[src/rtl/tgr_pkg.sv]
`timescale 1ns/1ps
package tgr_pkg;
    // Step of the refinement sequencer; the encoding doubles as the operand select.
    typedef enum logic [1:0] {
        PH_IDLE = 2'd0,   // waiting; a seed multiply happens here when a mean is pending
        PH_ERR  = 2'd1,   // D*X  -> residual
        PH_UPD  = 2'd2    // X*residual -> new X
    } nr_phase_e;
endpackage

[src/rtl/tgr_prog_avg.sv]
`timescale 1ns/1ps
module tgr_prog_avg #(
    parameter int GAIN_W  = 12,
    parameter int SH_FAST = 4,
    parameter int SH_SLOW = 6
) (
    input  logic              clk,
    input  logic              rst_n,
    input  logic              stb,
    input  logic              fast,
    input  logic [GAIN_W-1:0] sample,
    output logic              avg_vld,
    output logic [GAIN_W-1:0] avg_val
);
    localparam int SUM_W = GAIN_W + SH_SLOW;
    localparam int CNT_W = SH_SLOW;
    localparam logic [CNT_W-1:0] FAST_LAST = CNT_W'((1 << SH_FAST) - 1);
    localparam logic [CNT_W-1:0] SLOW_LAST = CNT_W'((1 << SH_SLOW) - 1);

    typedef struct packed {
        logic [SUM_W-1:0]  sum;
        logic [CNT_W-1:0]  cnt;
        logic              fast;
        logic              vld;
        logic [GAIN_W-1:0] avg;
    } avg_st_t;

    avg_st_t st_d, st_q;

    always_comb begin
        logic             mode;
        logic [SUM_W-1:0] base;
        logic [SUM_W-1:0] acc;
        logic             last;
        st_d     = st_q;
        st_d.vld = 1'b0;
        mode     = (st_q.cnt == '0) ? fast : st_q.fast;
        base     = (st_q.cnt == '0) ? '0 : st_q.sum;
        acc      = base + {{SH_SLOW{1'b0}}, sample};
        last     = mode ? (st_q.cnt == FAST_LAST) : (st_q.cnt == SLOW_LAST);
        if (stb) begin
            st_d.fast = mode;
            st_d.sum  = acc;
            if (last) begin
                st_d.avg = mode ? GAIN_W'(acc >> SH_FAST) : GAIN_W'(acc >> SH_SLOW);
                st_d.vld = 1'b1;
                st_d.cnt = '0;
            end else begin
                st_d.cnt = st_q.cnt + 1'b1;
            end
        end
    end

    always_ff @(posedge clk or negedge rst_n) begin
        if (!rst_n) st_q <= '0;
        else        st_q <= st_d;
    end

    assign avg_vld = st_q.vld;
    assign avg_val = st_q.avg;

    // a fast block never counts past its last sample
    p_fast_len_r2: assert property (@(posedge clk) disable iff (!rst_n)
        st_q.fast |-> (st_q.cnt <= FAST_LAST));
    // a mean is only ever published after a strobe
    p_vld_after_stb_r8: assert property (@(posedge clk) disable iff (!rst_n)
        st_q.vld |-> $past(stb));
    // the sample counter is frozen between strobes
    p_cnt_frozen_r8: assert property (@(posedge clk) disable iff (!rst_n)
        !stb |=> $stable(st_q.cnt));
endmodule

[src/rtl/tgr_dclamp.sv]
`timescale 1ns/1ps
module tgr_dclamp #(
    parameter int GAIN_W    = 12,
    parameter int GAIN_FRAC = 10,
    parameter int FRAC      = 13,
    parameter int W         = 19
) (
    input  logic [GAIN_W-1:0]   avg,
    output logic signed [W-1:0] d
);
    localparam logic [GAIN_W-1:0] LO = GAIN_W'(1 << (GAIN_FRAC - 1));
    localparam logic [GAIN_W-1:0] HI = GAIN_W'(1 << GAIN_FRAC);

    logic [GAIN_W-1:0] sat;
    logic [W-1:0]      ext;

    always_comb begin
        if (avg < LO)      sat = LO;
        else if (avg > HI) sat = HI;
        else               sat = avg;
        ext = {{(W - GAIN_W){1'b0}}, sat};
    end

    generate
        if (FRAC > GAIN_FRAC) begin : g_align
            assign d = $signed(ext << (FRAC - GAIN_FRAC));
        end else begin : g_same
            assign d = $signed(ext);
        end
    endgenerate
endmodule

[src/rtl/tgr_shared_mul.sv]
`timescale 1ns/1ps
module tgr_shared_mul #(
    parameter int W    = 19,
    parameter int FRAC = 13
) (
    input  logic [1:0]          sel,
    input  logic [2:0][W-1:0]   a_arms,
    input  logic [2:0][W-1:0]   b_arms,
    output logic signed [W-1:0] prod
);
    logic signed [W-1:0] a_s, b_s;

    always_comb begin
        a_s = '0;
        b_s = '0;
        for (int k = 0; k < 3; k++) begin
            if (sel == 2'(k)) begin
                a_s = $signed(a_arms[k]);
                b_s = $signed(b_arms[k]);
            end
        end
        prod = W'(($signed({{W{a_s[W-1]}}, a_s}) * $signed({{W{b_s[W-1]}}, b_s})) >>> FRAC);
    end
endmodule

[src/rtl/tgr_nr_seq.sv]
`timescale 1ns/1ps
module tgr_nr_seq
    import tgr_pkg::*;
#(
    parameter int W     = 19,
    parameter int FRAC  = 13,
    parameter int ITERS = 3,
    parameter int OUT_W = 15
) (
    input  logic                clk,
    input  logic                rst_n,
    input  logic                stb,
    input  logic                dnew_vld,
    input  logic signed [W-1:0] dnew,
    output logic [1:0]          sel,
    output logic [2:0][W-1:0]   a_arms,
    output logic [2:0][W-1:0]   b_arms,
    input  logic signed [W-1:0] prod,
    output logic [OUT_W-1:0]    recip,
    output logic                recip_vld
);
    localparam int RND_W = $clog2(ITERS + 1);
    localparam logic [RND_W-1:0]   LAST_RND = RND_W'(ITERS - 1);
    localparam logic signed [W-1:0] ONE_FX  = W'(1 << FRAC);
    localparam logic signed [W-1:0] HALF_FX = W'(1 << (FRAC - 1));
    localparam logic signed [W-1:0] C0_FX   = W'((48 * (1 << FRAC) + 8) / 17);
    localparam logic signed [W-1:0] C1_FX   = W'((32 * (1 << FRAC) + 8) / 17);
    localparam logic [OUT_W-1:0]    OUT_LO  = OUT_W'((1 << FRAC) - 8);
    localparam logic [OUT_W-1:0]    OUT_HI  = OUT_W'(2 << FRAC);

    typedef struct packed {
        nr_phase_e           phase;
        logic                pend;
        logic signed [W-1:0] dnew;
        logic signed [W-1:0] dwork;
        logic signed [W-1:0] x;
        logic signed [W-1:0] e;
        logic [RND_W-1:0]    rounds;
        logic [OUT_W-1:0]    out;
        logic                vld;
    } nr_st_t;

    nr_st_t st_d, st_q;
    logic signed [W-1:0] dsrc;

    assign dsrc = dnew_vld ? dnew : st_q.dnew;

    always_comb begin
        sel       = 2'(st_q.phase);
        a_arms[0] = C1_FX;
        b_arms[0] = dsrc;
        a_arms[1] = st_q.dwork;
        b_arms[1] = st_q.x;
        a_arms[2] = st_q.x;
        b_arms[2] = st_q.e;
    end

    always_comb begin
        logic signed [W-1:0] xn;
        st_d = st_q;
        xn   = st_q.x + prod;
        if (dnew_vld) begin
            st_d.pend = 1'b1;
            st_d.dnew = dnew;
        end
        if (stb) begin
            case (st_q.phase)
                PH_IDLE: begin
                    if (st_q.pend || dnew_vld) begin
                        st_d.dwork  = dsrc;
                        st_d.x      = C0_FX - prod;
                        st_d.pend   = 1'b0;
                        st_d.rounds = '0;
                        st_d.phase  = PH_ERR;
                    end
                end
                PH_ERR: begin
                    st_d.e     = ONE_FX - prod;
                    st_d.phase = PH_UPD;
                end
                PH_UPD: begin
                    st_d.x = xn;
                    if (st_q.rounds == LAST_RND) begin
                        st_d.out   = xn[OUT_W-1:0];
                        st_d.vld   = 1'b1;
                        st_d.phase = PH_IDLE;
                    end else begin
                        st_d.rounds = st_q.rounds + 1'b1;
                        st_d.phase  = PH_ERR;
                    end
                end
                default: st_d.phase = PH_IDLE;
            endcase
        end
    end

    always_ff @(posedge clk or negedge rst_n) begin
        if (!rst_n) st_q <= '0;
        else        st_q <= st_d;
    end

    assign recip     = st_q.out;
    assign recip_vld = st_q.vld;

    // the operand select only ever takes one of the three arms
    p_sel_legal_r7: assert property (@(posedge clk) disable iff (!rst_n)
        sel != 2'd3);
    // iterate and residual registers hold between strobes
    p_quiet_r8: assert property (@(posedge clk) disable iff (!rst_n)
        !stb |=> ($stable(st_q.x) && $stable(st_q.e) && $stable(st_q.phase)));
    // the valid flag never drops outside reset
    p_vld_sticky_r6: assert property (@(posedge clk) disable iff (!rst_n)
        st_q.vld |=> st_q.vld);
    // the output moves only on the closing update step
    p_out_hold_r6: assert property (@(posedge clk) disable iff (!rst_n)
        (st_q.phase != PH_UPD) |=> $stable(st_q.out));
    // the divisor being refined lies inside the saturation range
    p_d_range_r4: assert property (@(posedge clk) disable iff (!rst_n)
        (st_q.phase != PH_IDLE) |-> (st_q.dwork >= HALF_FX && st_q.dwork <= ONE_FX));
    // a published reciprocal lies in [1, 2] up to truncation
    p_out_range_r5: assert property (@(posedge clk) disable iff (!rst_n)
        st_q.vld |-> (st_q.out >= OUT_LO && st_q.out <= OUT_HI));
endmodule

[src/rtl/tdc_gain_recip.sv]
`timescale 1ns/1ps
module tdc_gain_recip #(
    parameter int GAIN_W    = 12,
    parameter int GAIN_FRAC = 10,
    parameter int FRAC      = 13,
    parameter int PROD_INT  = 6,
    parameter int SH_FAST   = 4,
    parameter int SH_SLOW   = 6,
    parameter int ITERS     = 3
) (
    input  logic              clk,
    input  logic              rst_n,
    input  logic              ref_stb,
    input  logic              fast_mode,
    input  logic [GAIN_W-1:0] gain_in,
    output logic [FRAC+1:0]   recip_out,
    output logic              recip_vld
);
    localparam int W     = PROD_INT + FRAC;
    localparam int OUT_W = FRAC + 2;

    logic                avg_vld;
    logic [GAIN_W-1:0]   avg_val;
    logic signed [W-1:0] d_sat;
    logic [1:0]          mul_sel;
    logic [2:0][W-1:0]   a_arms, b_arms;
    logic signed [W-1:0] mul_prod;

    tgr_prog_avg #(.GAIN_W(GAIN_W), .SH_FAST(SH_FAST), .SH_SLOW(SH_SLOW)) u_avg (
        .clk(clk), .rst_n(rst_n), .stb(ref_stb), .fast(fast_mode),
        .sample(gain_in), .avg_vld(avg_vld), .avg_val(avg_val)
    );

    tgr_dclamp #(.GAIN_W(GAIN_W), .GAIN_FRAC(GAIN_FRAC), .FRAC(FRAC), .W(W)) u_clamp (
        .avg(avg_val), .d(d_sat)
    );

    tgr_shared_mul #(.W(W), .FRAC(FRAC)) u_mul (
        .sel(mul_sel), .a_arms(a_arms), .b_arms(b_arms), .prod(mul_prod)
    );

    tgr_nr_seq #(.W(W), .FRAC(FRAC), .ITERS(ITERS), .OUT_W(OUT_W)) u_seq (
        .clk(clk), .rst_n(rst_n), .stb(ref_stb),
        .dnew_vld(avg_vld), .dnew(d_sat),
        .sel(mul_sel), .a_arms(a_arms), .b_arms(b_arms), .prod(mul_prod),
        .recip(recip_out), .recip_vld(recip_vld)
    );
endmodule

[config.mk]
export PLATFORM = sky130hd
export DESIGN_NAME = tdc_gain_recip
export DESIGN_NICKNAME = d
export VERILOG_FILES = /design/src/rtl/tgr_pkg.sv /design/src/rtl/tgr_prog_avg.sv /design/src/rtl/tgr_dclamp.sv /design/src/rtl/tgr_shared_mul.sv /design/src/rtl/tgr_nr_seq.sv /design/src/rtl/tdc_gain_recip.sv
export SDC_FILE = /design/constraint.sdc
export NUM_CORES = 1
export LEC_CHECK = 0
export BUFFER_PORTS_ARGS = -buffer_cell sky130_fd_sc_hd__buf_2
export CORE_MARGIN = 2
export CORE_UTILIZATION = 55
export CTS_CLUSTER_DIAMETER = 150
export DETAILED_ROUTE_END_ITERATION = 16
export PLACE_DENSITY = 0.72
export SETUP_SLACK_MARGIN = 0.02
export SYNTH_ARGS = -nofsm -noshare
export SYNTH_HDL_FRONTEND = slang
export SYNTH_SLANG_ARGS = --single-unit
[constraint.sdc]
create_clock -name clk -period 9.5 [get_ports clk]
set_clock_uncertainty 0.05 [all_clocks]
set_input_delay 0.95 -clock clk [delete_from_list [all_inputs] [get_ports clk]]
set_output_delay 0.95 -clock clk [all_outputs]
set_load 0.01 [all_outputs]
=== Word-level counts from Yosys, hierarchy flattened ===
Cells that the tools add are included.
W data, S select, Z words.

* $add $sub $neg: 6
* Multipliers: 1
* Divide/modulo/power cells: 0
* Magnitude comparators: 2
* Equality and inequality tests: 7
* Shifts and indexed selects: 0
* Multiplexer cells: 27
* Bitwise gates (word level): 0
* Reduce and logical (&&, ||, !) cells: 11

{| class="wikitable"
|+ Operators by type and width
! cell !! number
|-
| $mux W19 || 4
|-
| $mux W15 || 3
|-
| $pmux W19 S2 || 1
|-
| $mux W12 || 3
|-
| $mul A19 B19 Y32 || 1
|-
| $mux W13 || 2
|-
| $mux W20 || 1
|-
| $add A19 B19 Y19 || 1
|-
| $sub A15 B19 Y19 const A || 1
|-
| $sub A16 B19 Y19 const A || 1
|-
| $add A18 B12 Y18 || 1
|-
| $mux W18 || 1
|-
| $mux W14 || 1
|-
| $gt A12 B11 Y1 const B || 1
|-
| $lt A12 B10 Y1 const B || 1
|-
| $reduce_and A3 Y1 || 3
|-
| $add A6 B1 Y6 const B || 1
|-
| $eq A6 B4 Y1 const B || 1
|-
| $eq A6 B6 Y1 const B || 1
|-
| $logic_not A6 Y1 || 1
|-
| $mux W6 || 1
|-
| $pmux W2 S3 || 1
|-
| $reduce_and A2 Y1 || 3
|-
| $mux W1 || 5
|-
| other kinds (12) || 14
|}

* Register bits: 124
* Latch bits: 0
* RAM bits: 0
* ROM bits: 0
* Input bits: 16
* Output and inout bits: 16
* Word-level logic and storage cells: 68
* Memories kept: 0

=== Logic depth before layout (Yosys ltp) ===
Gate-level depths: netlist of run 1.

* Word-level depth: 11
* Depth in mapped cells: 41
* Gate-level depth less buffers: 41

=== Hierarchy ===
From an unflattened synthesis of run 1, not the netlist that was laid out.

* Cell total of the unflattened synthesis: 2,413
* Area total of the unflattened synthesis: 21,126.5 µm²

{| class="wikitable"
|+ By module, submodules not included
! module !! times used !! cells an instance !! area each (µm²) !! sequential area each (µm²)
|-
| tgr_shared_mul || 1 || 1,383 || 11,972.7 || 0.0
|-
| tgr_nr_seq || 1 || 706 || 6,256.0 || 2,427.3
|-
| tgr_prog_avg || 1 || 302 || 2,703.8 || 950.9
|-
| tgr_dclamp || 1 || 22 || 193.9 || 0.0
|}

=== Least setup slack after synthesis of run 1 ===
OpenSTA, ideal clock, no wires.

* Kind: register to register
* From: reg u_avg.st_q, in the netlist u_avg.avg_val[4]
* To: reg u_seq.st_q, in the netlist u_seq.a_arms[56]
* Setup time: 104 ps
* Arrival time: 9,799 ps
* Data required time: 9,346 ps
* Slack: -452 ps
* Stages on the path, launching flop included: 34
* Path buffers: 2
* Clock period less this slack: 9,952 ps
* Cells stage by stage: dfrtp_1 -> nor4_1 -> a41oi_1 -> nor3b_1 -> a21oi_1 -> nor2_1 -> a21oi_1 -> o21ai_1 -> clkbuf_1 -> nand2_1 -> fa_1 -> inv_1 -> fa_1 -> fa_1 -> fa_1 -> fa_1 -> fa_1 -> fa_1 -> ha_1 -> and2_1 -> clkbuf_1 -> a21oi_1 -> o221ai_4 -> a21oi_1 -> xor2_1 -> inv_1 -> ha_1 -> or4_1 -> o31a_1 -> o41ai_1 -> o21ai_0 -> xor2_1 -> mux2i_1 -> a221oi_1

* Word-level cells in the longest chain between the ends: 11
* Elaborated cells between the ends (all ways): 13
* Those cells by class: add/sub: 2; mul: 1; order compare: 2; mux: 8

{| class="wikitable"
|+ RTL lines
! what !! RTL line !! text
|-
| start: declaration || tgr_prog_avg.sv:28 || <nowiki>avg_st_t st_d, st_q;</nowiki>
|-
| start signal: assignment || tgr_prog_avg.sv:56 || <nowiki>else st_q <= st_d;</nowiki>
|-
| $gt A12 B11 Y1 || tgr_dclamp.sv:19 || <nowiki>else if (avg > HI) sat = HI;</nowiki>
|-
| $mux W12 || tgr_dclamp.sv:19 ||
|-
| $mux W12 (*) || tgr_dclamp.sv:18 || <nowiki>if (avg < LO) sat = LO;</nowiki>
|-
| $mux W15 (*) || tgr_nr_seq.sv:46 || <nowiki>assign dsrc = dnew_vld ? dnew : st_q.dnew;</nowiki>
|-
| $mux W15 (*) || tgr_shared_mul.sv:17 || <nowiki>if (sel == 2'(k)) begin</nowiki>
|-
| $mux W19 (*) (2 in series) || tgr_shared_mul.sv:17 ||
|-
| $mul A19 B19 Y32 (*) || tgr_shared_mul.sv:22 || <nowiki>prod = W'(($signed({{W{a_s[W-1]}}, a_s}) * $signed({{W{b_s[W-1]}}, b_s})) >>> FRAC);</nowiki>
|-
| $sub A16 B19 Y19 || tgr_nr_seq.sv:71 || <nowiki>st_d.x = C0_FX - prod;</nowiki>
|-
| $mux W19 || tgr_nr_seq.sv:69 || <nowiki>if (st_q.pend || dnew_vld) begin</nowiki>
|-
| $pmux W19 S2 (*) || tgr_nr_seq.sv:67 || <nowiki>case (st_q.phase)</nowiki>
|-
| end signal: assignment || tgr_nr_seq.sv:99 || <nowiki>else st_q <= st_d;</nowiki>
|-
| end: declaration || tgr_nr_seq.sv:43 || <nowiki>nr_st_t st_d, st_q;</nowiki>
|}

Every way passes the cells marked *; elsewhere a longest branch is shown, timed or not. The select of a mux whose other input is x is not followed.
A chain may end at the register's enable or synchronous reset.

=== Worst setup path after layout of run 1 ===
* From: reg u_avg.st_q, in the netlist u_avg.avg_val[1]
* To: reg u_seq.st_q, in the netlist u_seq.a_arms[56]

Same word-level chain as after synthesis.

==> results of run 1 <==
-- what timing repair did --
action / in CTS / in global routing
setup endpoints to repair: 3 / 12
buffers inserted: 13 / 23
hold endpoints to repair: 0 / 0
gates resized for setup: 19 / 146
pin swaps: 10 / 73
-- registers in the layout, summed over array words and instances (netlist names) --
signal,count
u_avg.avg_val,12
u_avg.avg_vld,1
u_avg.st_q,25
u_seq.a_arms,31
u_seq.b_arms,19
u_seq.recip,15
u_seq.recip_vld,1
u_seq.sel,2
u_seq.st_q,15
-- area by class of cell --
class / count / area share, %
multi-input combinational: 1596 / 67.41
sequential: 121 / 13.58
timing repair buffer: 216 / 7.518
inverter: 366 / 6.183
tap: 455 / 2.553
clock buffer: 21 / 2.110
clock inverter: 7 / 0.6452
-- logic make-up (layout without fill, tap and decap cells) --
logic type	after synthesis	in the layout	share of synthesized area, %
adder cells (fa/ha/maj)	448	448	41.63
XOR/XNOR	99	99	4.906
flip-flops	121	121	15.79
AO/OA/AOI/OAI	322	322	10.62
buffers and inverters	467	610	9.570
multiplexers	28	28	1.585
AND/OR/NAND/NOR	699	699	15.90
-- cell usage in the layout, fill, tap and decap left out, types with 22 or more instances in the layout --
master and instances:
inv_1 359, dfrtp_1 120, a21o_1 28, xnor2_1 61
nand2_1 308, and2_1 25, nand3_1 22, buf_4 169
fa_1 305, buf_2 30, nor2_1 206, ha_1 110
o21ai_0 81, xor2_1 28, a21oi_1 69
-- stage by stage --
stage | std cells | instance area, µm²
finish | 2782 | 22300
global route | 2782 | 22300
CTS | 2759 | 21430
detailed placement | 2718 | 20650
global placement | 2718 | 20650
floorplan | 2184 | 19210
-- metal layers --
| metal | global-route usage [%] | up-vias | part of all wire, % |
|---|---|---|---|
| met3 | 3.644 | 196 | 7.2 |
| met5 | 0 | - | 0 |
| met2 | 54.17 | 676 | 49 |
| met4 | 17.20 | 0 | 6.3 |
| met1 | 40.94 | 7914 | 38 |
| li1 | - | 7107 | - |
-- worst paths after layout --
path                                    endpoint  slack (ns)
worst max register to register  u_seq.a_arms[56]        0.28
min in group asynchronous         u_avg.st_q[24]        0.51
worst max-delay path            u_seq.a_arms[56]        0.28
worst min-delay path             u_seq.recip_vld        0.42
worst min register to register   u_seq.recip_vld        0.42
max in group asynchronous       u_seq.a_arms[25]        7.54
-- worst max-delay path: cells and delay by family (launching register included) --
kind	cells	cell delay [ns]
AOI/OAI and AO/OA	14	2.44
adders and majority gates	9	3.85
muxes	1	0.11
xor gates and xnor gates	2	0.46
and+or+nand+nor	6	1.17
DFF	1	0.39
buffers and inverters	5	0.60
==> flow_summary_export.csv, run 1 <==
group,metric,value,unit
worst_setup_path,crit_fanout,8,
worst_setup_path,cp-startpoint,"u_avg.avg_val[1]",
outcome,status,"finished, final reports clean",
cts,clk_latency,0.43,ns
routing,route.detailed.drc,0,
worst_setup_path,critPathSlowestCell,"fa_2",
worst_setup_path,start_kind,"flip-flop",
cts,cts_sinks,121,
final_layout,drive_gt1_share,17.79,%
cts,path_clk_slew,0.06,ns
final_layout,n_fill_cell,2785,
floorplanning,ios,32,
yosys,syn_area,19180,µm²
yosys,synth-seq-area-share,15.79,%
timing,fin_crit,9.224,ns
floorplanning,core,34460,µm²
yosys,synthCells,2184,
hold_path,hp-start,"u_seq.recip_vld",
timing,worstMarginPinSlew,1.090,ns
global_route,grt_overflow_total,0,
worst_setup_path,crit_required,9.77,ns
place,numPortBuffers,31,
routing,ant_nets,0,
hold_path,hp-class,"flip-flop to flip-flop",
timing,slew_headroom,27.13,%
final_layout,syn_to_final_growth,16.27,%
timing,rsz0062_at_grt,"yes",
worst_setup_path,rr_worst_depth,37,
final_layout,multi_input_area,15030,µm²
routing,via_per_inst,5.713,
cts,cts_tree,"done",
yosys,syn_area_per_cell,8.782,µm²
worst_setup_path,worstPathArrival,9.50,ns
global_route,grt_pass1_vias,16740,
cts,h-tree-depth,4,
yosys,yosysTopAreaCell,"fa_1",
floorplanning,die_h,190.7,µm
timing,hold_viol,0,
worst_setup_path,slowest_delay,0.61,ns
cts,cts_root_buffer,"clkbuf_16",
yosys,ys_async_sr_fraction,100.0,%
worst_setup_path,r2r_start,"u_avg.avg_val[1]",
cts,ctsHoldBuffers,0,
routing,wl_per_cell,20.30,µm
yosys,synthesis.nets,2648,
timing,maxSlewViolCount,0,
floorplanning,num_rows,68,
yosys,yosysMostFrequentCell,"inv_1",
yosys,synth_seq_cells,121,
yosys,synth_edf_count,0,
place,dp_hpwl,44.42,mm
final_layout,antenna_cells,0,
worst_setup_path,end_kind,"flip-flop",
routing,dr.pass1.iters,5,
place,gp_congestion,0.9611,
final_layout,regArea,3029,µm²
routing,routed_wl,56.47,mm
timing,finalSetupTns,0,ns
final_layout,post-route-util,64.72,%
timing,hold_ws,0.4207,ns
timing,setup_ws,0.2758,ns
cts,numCtsBuffers,17,
place,place_ws,-0.1213,ns
yosys,ys.flop_type,"dfrtp_1",
yosys,synth_commonest_cells,"inv_1, fa_1, nand2_1",
worst_setup_path,crit_type,"flip-flop to flip-flop",
final_layout,nets,2782,
global_route,antenna_found_initial,0,
hold_path,holdPathStages,1,
routing,drtIter0Drc,1372,
floorplanning,dieArea,36380,µm²
timing,fin_crit_sh,97.10,%
floorplanning,die-width,190.7,µm
yosys,ys_types,82,
routing,vias,15890,
yosys,synth.area.top_cells,"fa_1, dfrtp_1, ha_1",
cts,cts_buffer_depth,2,
worst_setup_path,crit_top_cell,"fa_1",
global_route,grt_max_degree,69,
yosys,yosysWarnings,0,
yosys,yosys.area.top_type_share,33.09,%
flow_run,drv_cap,0,
global_route,grt_use_total,32.23,%
global_route,grt_first_pass_wirelength,89.31,mm
timing,setup_viol,0,
floorplanning,initial_core_util,55.66,%
timing,max_freq,108.4,MHz
Power of run 1 is not shown: default switching activity piles up to over one toggle a cycle in this logic, so the estimate is an artifact.
==> inputs of run 2 (changes only) <==
--- a/config.mk
+++ b/config.mk
@@ -12,5 +12,5 @@
 export DETAILED_ROUTE_END_ITERATION = 16
 export PLACE_DENSITY = 0.72
-export SETUP_SLACK_MARGIN = 0.02
+export SETUP_SLACK_MARGIN = 0.15
 export SYNTH_ARGS = -nofsm -noshare
 export SYNTH_HDL_FRONTEND = slang
--- a/constraint.sdc
+++ b/constraint.sdc
@@ -3,3 +3,3 @@
 set_input_delay 0.95 -clock clk [delete_from_list [all_inputs] [get_ports clk]]
 set_output_delay 0.95 -clock clk [all_outputs]
-set_load 0.01 [all_outputs]
+set_load 0.02 [all_outputs]
==> run 2 against run 1 <==
Effect of this change: die area unchanged; utilization decreased by 0.40 points; routed wire length decreased by 1.3%; global-route usage decreased by 0.67 points; critical path type unchanged; critical endpoint unchanged; largest cell class unchanged.
==> flow_summary_export.csv, run 2 (synthesis results as in run 1) <==
group,metric,value,unit
global_route,grt_max_degree,72,
cts,cts_root_buffer,"clkbuf_16",
floorplanning,ios,32,
cts,numCtsBuffers,17,
timing,finalSetupTns,0,ns
global_route,grt_first_pass_wirelength,87.45,mm
timing,hold_viol,0,
worst_setup_path,slowest_delay,0.55,ns
floorplanning,dieArea,36380,µm²
flow_run,drv_cap,0,
worst_setup_path,r2r_end,"u_seq.a_arms[56]",
worst_setup_path,worstPathArrival,9.57,ns
timing,fin_crit_sh,97.87,%
worst_setup_path,r2r_start,"u_avg.avg_val[0]",
outcome,status,"finished, final reports clean",
hold_path,hp-class,"flip-flop to flip-flop",
place,dp_hpwl,44.13,mm
floorplanning,die-width,190.7,µm
worst_setup_path,crit_type,"flip-flop to flip-flop",
routing,vias,15730,
routing,wl_per_cell,20.12,µm
global_route,grt_pass1_vias,16590,
cts,path_clk_slew,0.06,ns
worst_setup_path,setup.worst_path.end,"u_seq.a_arms[56]",
cts,ctsHoldBuffers,0,
routing,drtIter0Drc,1173,
routing,via_per_inst,5.677,
timing,fin_crit,9.298,ns
worst_setup_path,crit_top_cell,"fa_1",
cts,cts_tree,"done",
final_layout,nets,2766,
global_route,antenna_found_initial,1,
final_layout,largest_reg_flops,31,
final_layout,drive_gt1_share,17.24,%
final_layout,syn_to_final_growth,15.56,%
final_layout,post-route-util,64.32,%
routing,routed_wl,55.72,mm
routing,dr.pass1.iters,5,
floorplanning,core,34460,µm²
worst_setup_path,critPathSlowestCell,"fa_1",
worst_setup_path,end_kind,"flip-flop",
place,numPortBuffers,31,
cts,cts_sinks,121,
cts,clk_latency,0.43,ns
worst_setup_path,cp-startpoint,"u_avg.avg_val[0]",
worst_setup_path,r2r_slack,0.20,ns
timing,maxSlewViolCount,0,
cts,cts_buffer_depth,2,
worst_setup_path,crit_fanout,7,
cts,h-tree-depth,4,
global_route,grt_use_total,31.55,%
floorplanning,initial_core_util,55.66,%
place,gp_congestion,0.9903,
floorplanning,num_rows,68,
final_layout,multi_input_area,15010,µm²
final_layout,layout_commonest_cell,"inv_1",
final_layout,regArea,3028,µm²
timing,slew_headroom,27.07,%
routing,route.detailed.drc,0,
global_route,grt_overflow_total,0,
final_layout,layout_common_cells,"inv_1, nand2_1, fa_1",
final_layout,antenna_cells,0,
timing,max_freq,107.6,MHz
worst_setup_path,rr_worst_depth,36,
worst_setup_path,crit_required,9.78,ns
worst_setup_path,start_kind,"flip-flop",
timing,worstMarginPinSlew,1.091,ns
routing,ant_nets,0,
final_layout,n_fill_cell,2795,
timing,rsz0062_at_grt,"yes",
timing,setup_viol,0,
floorplanning,die_h,190.7,µm
-- run 2: per-layer routing --
metal	wire, µm	part of all wire [%]	vias up	track usage, %
li1	-	-	7075	-
met1	21140	38	7848	38.39
met2	27220	49	623	53.19
met3	4107	7.4	178	6.441
met4	3231	5.8	2	16.07
met5	17	0.031	-	0
-- run 2: stage by stage --
step	worst slack, ns	hold WS [ns]	cell area, µm²	std cells
2_1_floorplan	0.1677	0.3966	19220	2184
3_3_place_gp	0.02499	0.3958	20520	2700
3_5_place_dp	-0.1163	0.4008	20520	2700
4_1_cts	0.1518	0.4223	21390	2743
5_1_grt	-0.2047	0.4445	22160	2770
6_report	0.2023	0.4234	22160	2770
-- run 2: worst min-delay path by stage --
stage | start | to | slack (ns) | depth (start not counted)
floorplan | u_seq.a_arms[22] | u_seq.a_arms[22] | 0.40 | 2
global placement | u_seq.recip_vld | u_seq.recip_vld | 0.40 | 1
detailed placement | u_seq.recip_vld | u_seq.recip_vld | 0.40 | 1
CTS | u_seq.recip_vld | u_seq.recip_vld | 0.42 | 1
global route | u_seq.recip_vld | u_seq.recip_vld | 0.44 | 1
finish | u_seq.recip[11] | u_seq.recip[11] | 0.42 | 2
-- run 2: final cells by class --
type                    instances  share of cell area [%]
clock buffers                  17                   1.919
inverters                     366                   6.221
multi-input cells            1597                   67.72
repair buffers                199                   7.051
well taps                     455                   2.569
clock inverters                15                  0.8581
flip-flops and latches        121                   13.66
-- run 2: worst max-delay path, delay by kind of cell, from the launching register on --
kind	cells	cell delay (ns)
xor gates and xnor gates	2	0.33
DFF	1	0.43
adders and majority gates	9	3.83
muxes	1	0.14
and+or+nand+nor	5	1.29
AOI/OAI and AO/OA	13	2.37
buffers and inverters	6	0.74
-- run 2: repair_timing --
| item | in CTS | in global routing |
|---|---|---|
| endpoints found under the hold margin | 0 | 0 |
| cloned | 1 | 1 |
| gates resized for setup | 36 | 117 |
| endpoints found under the setup margin | 8 | 20 |
| setup buffers | 10 | 26 |
| pin swaps | 25 | 63 |
Power of run 2 is left out for the same reason.
